**src/rtl/vcf_pkg.sv**
```systemverilog
package vcf_pkg;
  typedef enum logic [1:0] {
    MODE_PASS   = 2'b00,
    MODE_FILTER = 2'b01,
    MODE_ALT_A  = 2'b10,
    MODE_ALT_B  = 2'b11
  } vcf_mode_e;

  localparam int unsigned CH_DE = 0;
  localparam int unsigned CH_HS = 1;
  localparam int unsigned CH_VS = 2;
  localparam int unsigned NUM_CH = 3;
endpackage

```
**src/rtl/vcf_pulse_filter.sv**
```systemverilog
module vcf_pulse_filter #(
  parameter int unsigned MIN_WIDTH = 3
) (
  input  logic clk,
  input  logic rst_n,
  input  logic filt_en,
  input  logic sig_i,
  output logic sig_o,
  output logic accept_o
);
  localparam int unsigned HIST = MIN_WIDTH - 1;

  logic [HIST-1:0] hist_q, hist_d;
  logic [HIST:0]   window;
  logic            out_q, out_d, steady;

  always_comb begin
    window = {hist_q, sig_i};
    hist_d = window[HIST-1:0];
    steady = (&window) | ~(|window);
    if (filt_en) out_d = steady ? sig_i : out_q;
    else         out_d = sig_i;
  end

  always_ff @(posedge clk or negedge rst_n) begin
    if (!rst_n) begin
      hist_q <= '0;
      out_q  <= 1'b0;
    end else begin
      hist_q <= hist_d;
      out_q  <= out_d;
    end
  end

  assign sig_o    = out_q;
  assign accept_o = (out_d != out_q);


  pass_latency_chk: assert property (@(posedge clk) disable iff (!rst_n)
    !filt_en |=> (out_q == $past(sig_i)));


  filter_width_chk: assert property (@(posedge clk) disable iff (!rst_n)
    ($past(filt_en) && (out_q != $past(out_q))) |-> (hist_q == {HIST{out_q}}));


  change_source_chk: assert property (@(posedge clk) disable iff (!rst_n)
    (out_q != $past(out_q)) |-> ($past(sig_i) == out_q));
endmodule

```
**src/rtl/vcf_rate_budget.sv**
```systemverilog
module vcf_rate_budget #(
  parameter int unsigned WINDOW = 130,
  parameter int unsigned LIMIT  = 2
) (
  input  logic clk,
  input  logic rst_n,
  input  logic accept_i,
  output logic viol_o
);
  localparam int unsigned AGE_W = $clog2(WINDOW + 1);
  localparam logic [AGE_W-1:0] AGE_MAX = AGE_W'(WINDOW);

  logic [AGE_W-1:0] age_q [LIMIT];
  logic [AGE_W-1:0] age_d [LIMIT];
  logic             viol_q, viol_d;

  function automatic logic [AGE_W-1:0] sat_inc(input logic [AGE_W-1:0] a);
    return (a >= AGE_MAX) ? AGE_MAX : a + AGE_W'(1);
  endfunction

  for (genvar i = 0; i < LIMIT; i++) begin : g_slot
    if (i == 0) begin : g_head
      assign age_d[i] = accept_i ? AGE_W'(1) : sat_inc(age_q[i]);
    end else begin : g_tail
      assign age_d[i] = accept_i ? sat_inc(age_q[i-1]) : sat_inc(age_q[i]);
    end
  end

  always_comb begin
    viol_d = viol_q | (accept_i & (age_q[LIMIT-1] < AGE_MAX));
  end

  always_ff @(posedge clk or negedge rst_n) begin
    if (!rst_n) begin
      for (int i = 0; i < LIMIT; i++) age_q[i] <= AGE_MAX;
      viol_q <= 1'b0;
    end else begin
      for (int i = 0; i < LIMIT; i++) age_q[i] <= age_d[i];
      viol_q <= viol_d;
    end
  end

  assign viol_o = viol_q;


  viol_sticky_chk: assert property (@(posedge clk) disable iff (!rst_n)
    viol_q |=> viol_q);


  viol_cause_chk: assert property (@(posedge clk) disable iff (!rst_n)
    $rose(viol_q) |-> $past(accept_i));
endmodule

```
**src/rtl/video_ctl_filter.sv**
```systemverilog
module video_ctl_filter
  import vcf_pkg::*;
#(
  parameter int unsigned MIN_WIDTH  = 3,
  parameter int unsigned WINDOW     = 130,
  parameter int unsigned FAST_LIMIT = 2,
  parameter int unsigned SLOW_LIMIT = 1
) (
  input  logic       clk,
  input  logic       rst_n,
  input  logic [1:0] mode_i,
  input  logic       de_i,
  input  logic       hs_i,
  input  logic       vs_i,
  output logic       de_o,
  output logic       hs_o,
  output logic       vs_o,
  output logic [2:0] viol_o
);
  vcf_mode_e         mode;
  logic              filter_on;
  logic [NUM_CH-1:0] sig_in, sig_out, accept, viol;

  always_comb begin
    mode      = vcf_mode_e'(mode_i);
    filter_on = (mode == MODE_FILTER);
  end

  assign sig_in = {vs_i, hs_i, de_i};

  for (genvar ch = 0; ch < NUM_CH; ch++) begin : g_ch
    localparam int unsigned LIM = (ch == CH_VS) ? SLOW_LIMIT : FAST_LIMIT;
    logic ch_filt;
    assign ch_filt = (ch == CH_VS) ? 1'b0 : filter_on;

    vcf_pulse_filter #(.MIN_WIDTH(MIN_WIDTH)) u_filt (
      .clk      (clk),
      .rst_n    (rst_n),
      .filt_en  (ch_filt),
      .sig_i    (sig_in[ch]),
      .sig_o    (sig_out[ch]),
      .accept_o (accept[ch])
    );

    vcf_rate_budget #(.WINDOW(WINDOW), .LIMIT(LIM)) u_budget (
      .clk      (clk),
      .rst_n    (rst_n),
      .accept_i (accept[ch]),
      .viol_o   (viol[ch])
    );
  end

  assign de_o   = sig_out[CH_DE];
  assign hs_o   = sig_out[CH_HS];
  assign vs_o   = sig_out[CH_VS];
  assign viol_o = viol;


  vs_mode_free_chk: assert property (@(posedge clk) disable iff (!rst_n)
    1'b1 |=> (vs_o == $past(vs_i)));


  de_viol_edge_chk: assert property (@(posedge clk) disable iff (!rst_n)
    $rose(viol_o[CH_DE]) |-> (de_o != $past(de_o)));


  vs_viol_edge_chk: assert property (@(posedge clk) disable iff (!rst_n)
    $rose(viol_o[CH_VS]) |-> (vs_o != $past(vs_o)));
endmodule

```
**config.mk**
```make
export PLATFORM = sky130hd
export DESIGN_NAME = video_ctl_filter
export DESIGN_NICKNAME = d
export VERILOG_FILES = /design/src/rtl/vcf_pkg.sv /design/src/rtl/vcf_pulse_filter.sv /design/src/rtl/vcf_rate_budget.sv /design/src/rtl/video_ctl_filter.sv
export SDC_FILE = /design/constraint.sdc
export NUM_CORES = 1
export LEC_CHECK = 0
export BUFFER_PORTS_ARGS = -buffer_cell sky130_fd_sc_hd__buf_2
export CAP_MARGIN = 40
export CORE_MARGIN = 5
export CORE_UTILIZATION = 60
export CTS_CLUSTER_DIAMETER = 60
export DETAILED_ROUTE_END_ITERATION = 8
export PLACE_DENSITY = 0.88
export SLEW_MARGIN = 20
export SYNTH_ARGS = -nofsm -noshare
export SYNTH_HDL_FRONTEND = slang
export SYNTH_HIERARCHICAL = 1
export SYNTH_SLANG_ARGS = --single-unit
export TNS_END_PERCENT = 5
```
**constraint.sdc**
```tcl
create_clock -name clk -period 2.2 [get_ports clk]
set_input_delay 0.55 -clock clk [delete_from_list [all_inputs] [get_ports clk]]
set_output_delay 0.55 -clock clk [all_outputs]
set_load 0.01 [all_outputs]
```
==> results.yml <==
run_status:
  status: "finished, final reports clean"
synthesis:
  synth_seq_cells: 52
  synth_area_leaders: "dfrtp_1 41%, dfstp_2 10%, ha_1 4.9%, xor2_1 4.8%, o22ai_1 3.7%"
  yosysTopAreaCellShare: 0.410
  synthesis.area_mm2: 0.00256
  synthTopCellsByCount: "42 x dfrtp_1, 22 x nor2_1, 15 x nand3_1, 15 x o22ai_1, 14 x xor2_1"
  synthFlopType: "dfrtp_1"
  ys_seq_area_frac: 0.512
  async_flop_share: 1.00
  synth.most_common_cell: "dfrtp_1"
  synth-edff-count: 0
  synth_cell_type_count: 40
  synth_area_per_cell_um2: 10.8
  syn-instance-count: 237
  yosysWarningCount: 6
  yosysTopAreaCell: "dfrtp_1"
global_routing:
  grt_util_all_layers: 0.180
  first_global_vias: 1845
  grt_pass1_wl_um: 7870
  grt_max_degree: 53
  grt_overflow: 0
  antenna_found_initial: 0
place:
  gp_congestion: 0.805
  placed_area_mm2: 0.00275
  dp_slack_ns: 0.153
  dpl.cell_count: 308
  io_buffers: 12
  post-dp-hpwl_um: 3200
die:
  die_x_um: 75.4
  start_util: 0.628
  fp.dieArea_mm2: 0.00568
  rows: 23
  core_mm2: 0.00409
  die_h_um: 75.4
  ios: 13
setup_path:
  worst_path_largest_cell_delay_ns: 0.45
  end_kind: "register"
  worstPathArrival_ns: 2.08
  cp_max_fo: 6
  regToRegSetupSlack_ns: 0.34
  path_class: "register to register"
  cp-start-kind: "register"
  path_cells: "inv_1 > ha_1 > or4_1 > o41ai_4 > nand2_2 > o22ai_1"
  critPathTopFamily: "simple AND/OR/NAND/NOR gates"
  cp_slowest_cell: "or4_1"
  crit_required_ns: 2.42
  path_buf_inv: 1
cells_and_area:
  drive_gt1_frac: 0.195
  multiInputGateArea_mm2: 0.00122
  stdcell_count: 316
  syn_to_final_growth_pct: 10.7
  n_antenna_cell: 0
  final_area_mm2: 0.00284
  regArea_mm2: 0.00131
  final.fill_count: 304
  nNetsFinal: 282
flow_run:
  maxCapViolations: 0
power_and_ir_drop:
  p_leak_nw: 1.25
  p_per_area_mw_per_mm2: 966
  ir_drop_mv: 0.548
routing:
  dr_total_vias: 1813
  drc: 0
  postRouteAntennaNets: 0
  routed_wl_um: 4380
  drtIter0Drc: 95
  viasPerCell: 5.74
  wl_per_cell_um: 13.9
  drt_pass1_iterations: 4
clock_tree:
  clock-root-buffer: "clkbuf_8"
  cts_setup_buffers: 0
  clock_latency_ns: 0.30
  clk_pin_slew_ns: 0.09
  numCtsBuffers: 5
  cts_sinks: 52
  cts_hold_buf: 0
  cts_tree: "yes"
  cts_resized: 0
  htree_num_levels: 2
  clockBufferDepth: 2
timing:
  maxSlewViolCount: 0
  setup_tns_ns: 0
  rsz0062_at_grt: "false"
  tightest_slew_ns: 0.638
  skew_ns: 0.00796
  relSlewSlack: 0.575
  period_minus_slack_ns: 1.86
  fmax_ghz: 0.538
  timing.final.ws_setup_ns: 0.341
  hold_viol_final: 0
  finalSetupViolCount: 0
  period_share: 0.845
hold_path:
  hold_path_class: "primary input to asynchronous set/reset pin"
path summary, 6_finish.rpt:
path                                                start                         to  cells past startpoint
max in group asynchronous                           rst_n   g_ch[2].u_filt/hist_q[0]                      2
worst max register to register  g_ch[1].u_budget/age_q[8]  g_ch[1].u_budget/age_q[3]                      6
worst min-delay path                                rst_n  g_ch[1].u_budget/age_q[2]                      2
worst min register to register   g_ch[0].u_filt/hist_q[0]   g_ch[0].u_filt/hist_q[1]                      0
min in group clk                                     hs_i   g_ch[1].u_filt/hist_q[0]                      1
worst max-delay path            g_ch[1].u_budget/age_q[8]  g_ch[1].u_budget/age_q[3]                      6
report_power, final:
group / internal (W) / switching, W / total (W)
clock: 0.000251 / 0.000296 / 0.000547
combinational: 0.000367 / 0.000427 / 0.000794
sequential: 0.00117 / 0.000232 / 0.00140
total: 0.00179 / 0.000954 / 0.00274
state kept, by name, summed over array words and instances (netlist names):
signal and cells:
g_ch.u_filt/hist_q 6, g_ch.u_budget/viol_o 3, g_ch.u_budget/age_q 40, g_ch.u_filt/sig_o 3
logic make-up after synthesis:
logic type      share of synthesized area
compound gates                      0.177
xor+xnor                           0.0785
fa+ha+maj                          0.0488
buf+inv                            0.0190
flops                               0.512
other cells                       0.00146
simple gates                        0.163
cell type report:
cell class	count	area share
sequential	52	0.463
multi-input combinational	176	0.429
timing repair buffer	19	0.0396
clock buffer	6	0.0291
tap	50	0.0220
inverter	11	0.0145
clock inverter	2	0.00352
per-layer routing:
| metal | track usage | part of all wire |
|---|---|---|
| met1 | 0.232 | 0.45 |
| met2 | 0.298 | 0.50 |
| met3 | 0.0409 | 0.034 |
| met4 | 0.0660 | 0.015 |
| met5 | 0 | 0 |
layout by cell type, fill, tap and decap left out, types with 3 or more instances in the layout:
master | netlist | final
buf_2 | 0 | 12
buf_4 | 0 | 7
o22ai_1 | 15 | 15
nor2b_1 | 6 | 6
a31oi_1 | 3 | 3
and3_1 | 4 | 4
dfrtp_1 | 42 | 42
a22oi_1 | 3 | 3
conb_1 | 1 | 5
nor2_1 | 22 | 22
o21ai_0 | 6 | 6
nor2_2 | 3 | 3
dfstp_2 | 10 | 10
a21oi_1 | 8 | 8
xnor2_1 | 9 | 9
nand2b_1 | 5 | 5
xor2_1 | 14 | 14
ha_1 | 10 | 10
nand3_1 | 15 | 15
a21boi_0 | 3 | 3
clkbuf_8 | 0 | 6
nand2_1 | 9 | 9
a21o_1 | 6 | 6
inv_1 | 11 | 11
o2bb2ai_1 | 3 | 3
stage by stage:
| stage | utilization | hold WS (ns) | total power [W] |
|---|---|---|---|
| 2_1_floorplan | - | 0.254 | 0.00198 |
| 3_3_place_gp | 0.672 | 0.425 | 0.00216 |
| 3_5_place_dp | 0.672 | 0.431 | 0.00222 |
| 4_1_cts | 0.695 | 0.360 | 0.00277 |
| 5_1_grt | 0.695 | 0.394 | 0.00295 |
| 6_report | 0.695 | 0.346 | 0.00274 |
Power figures use the tool's default switching activity.
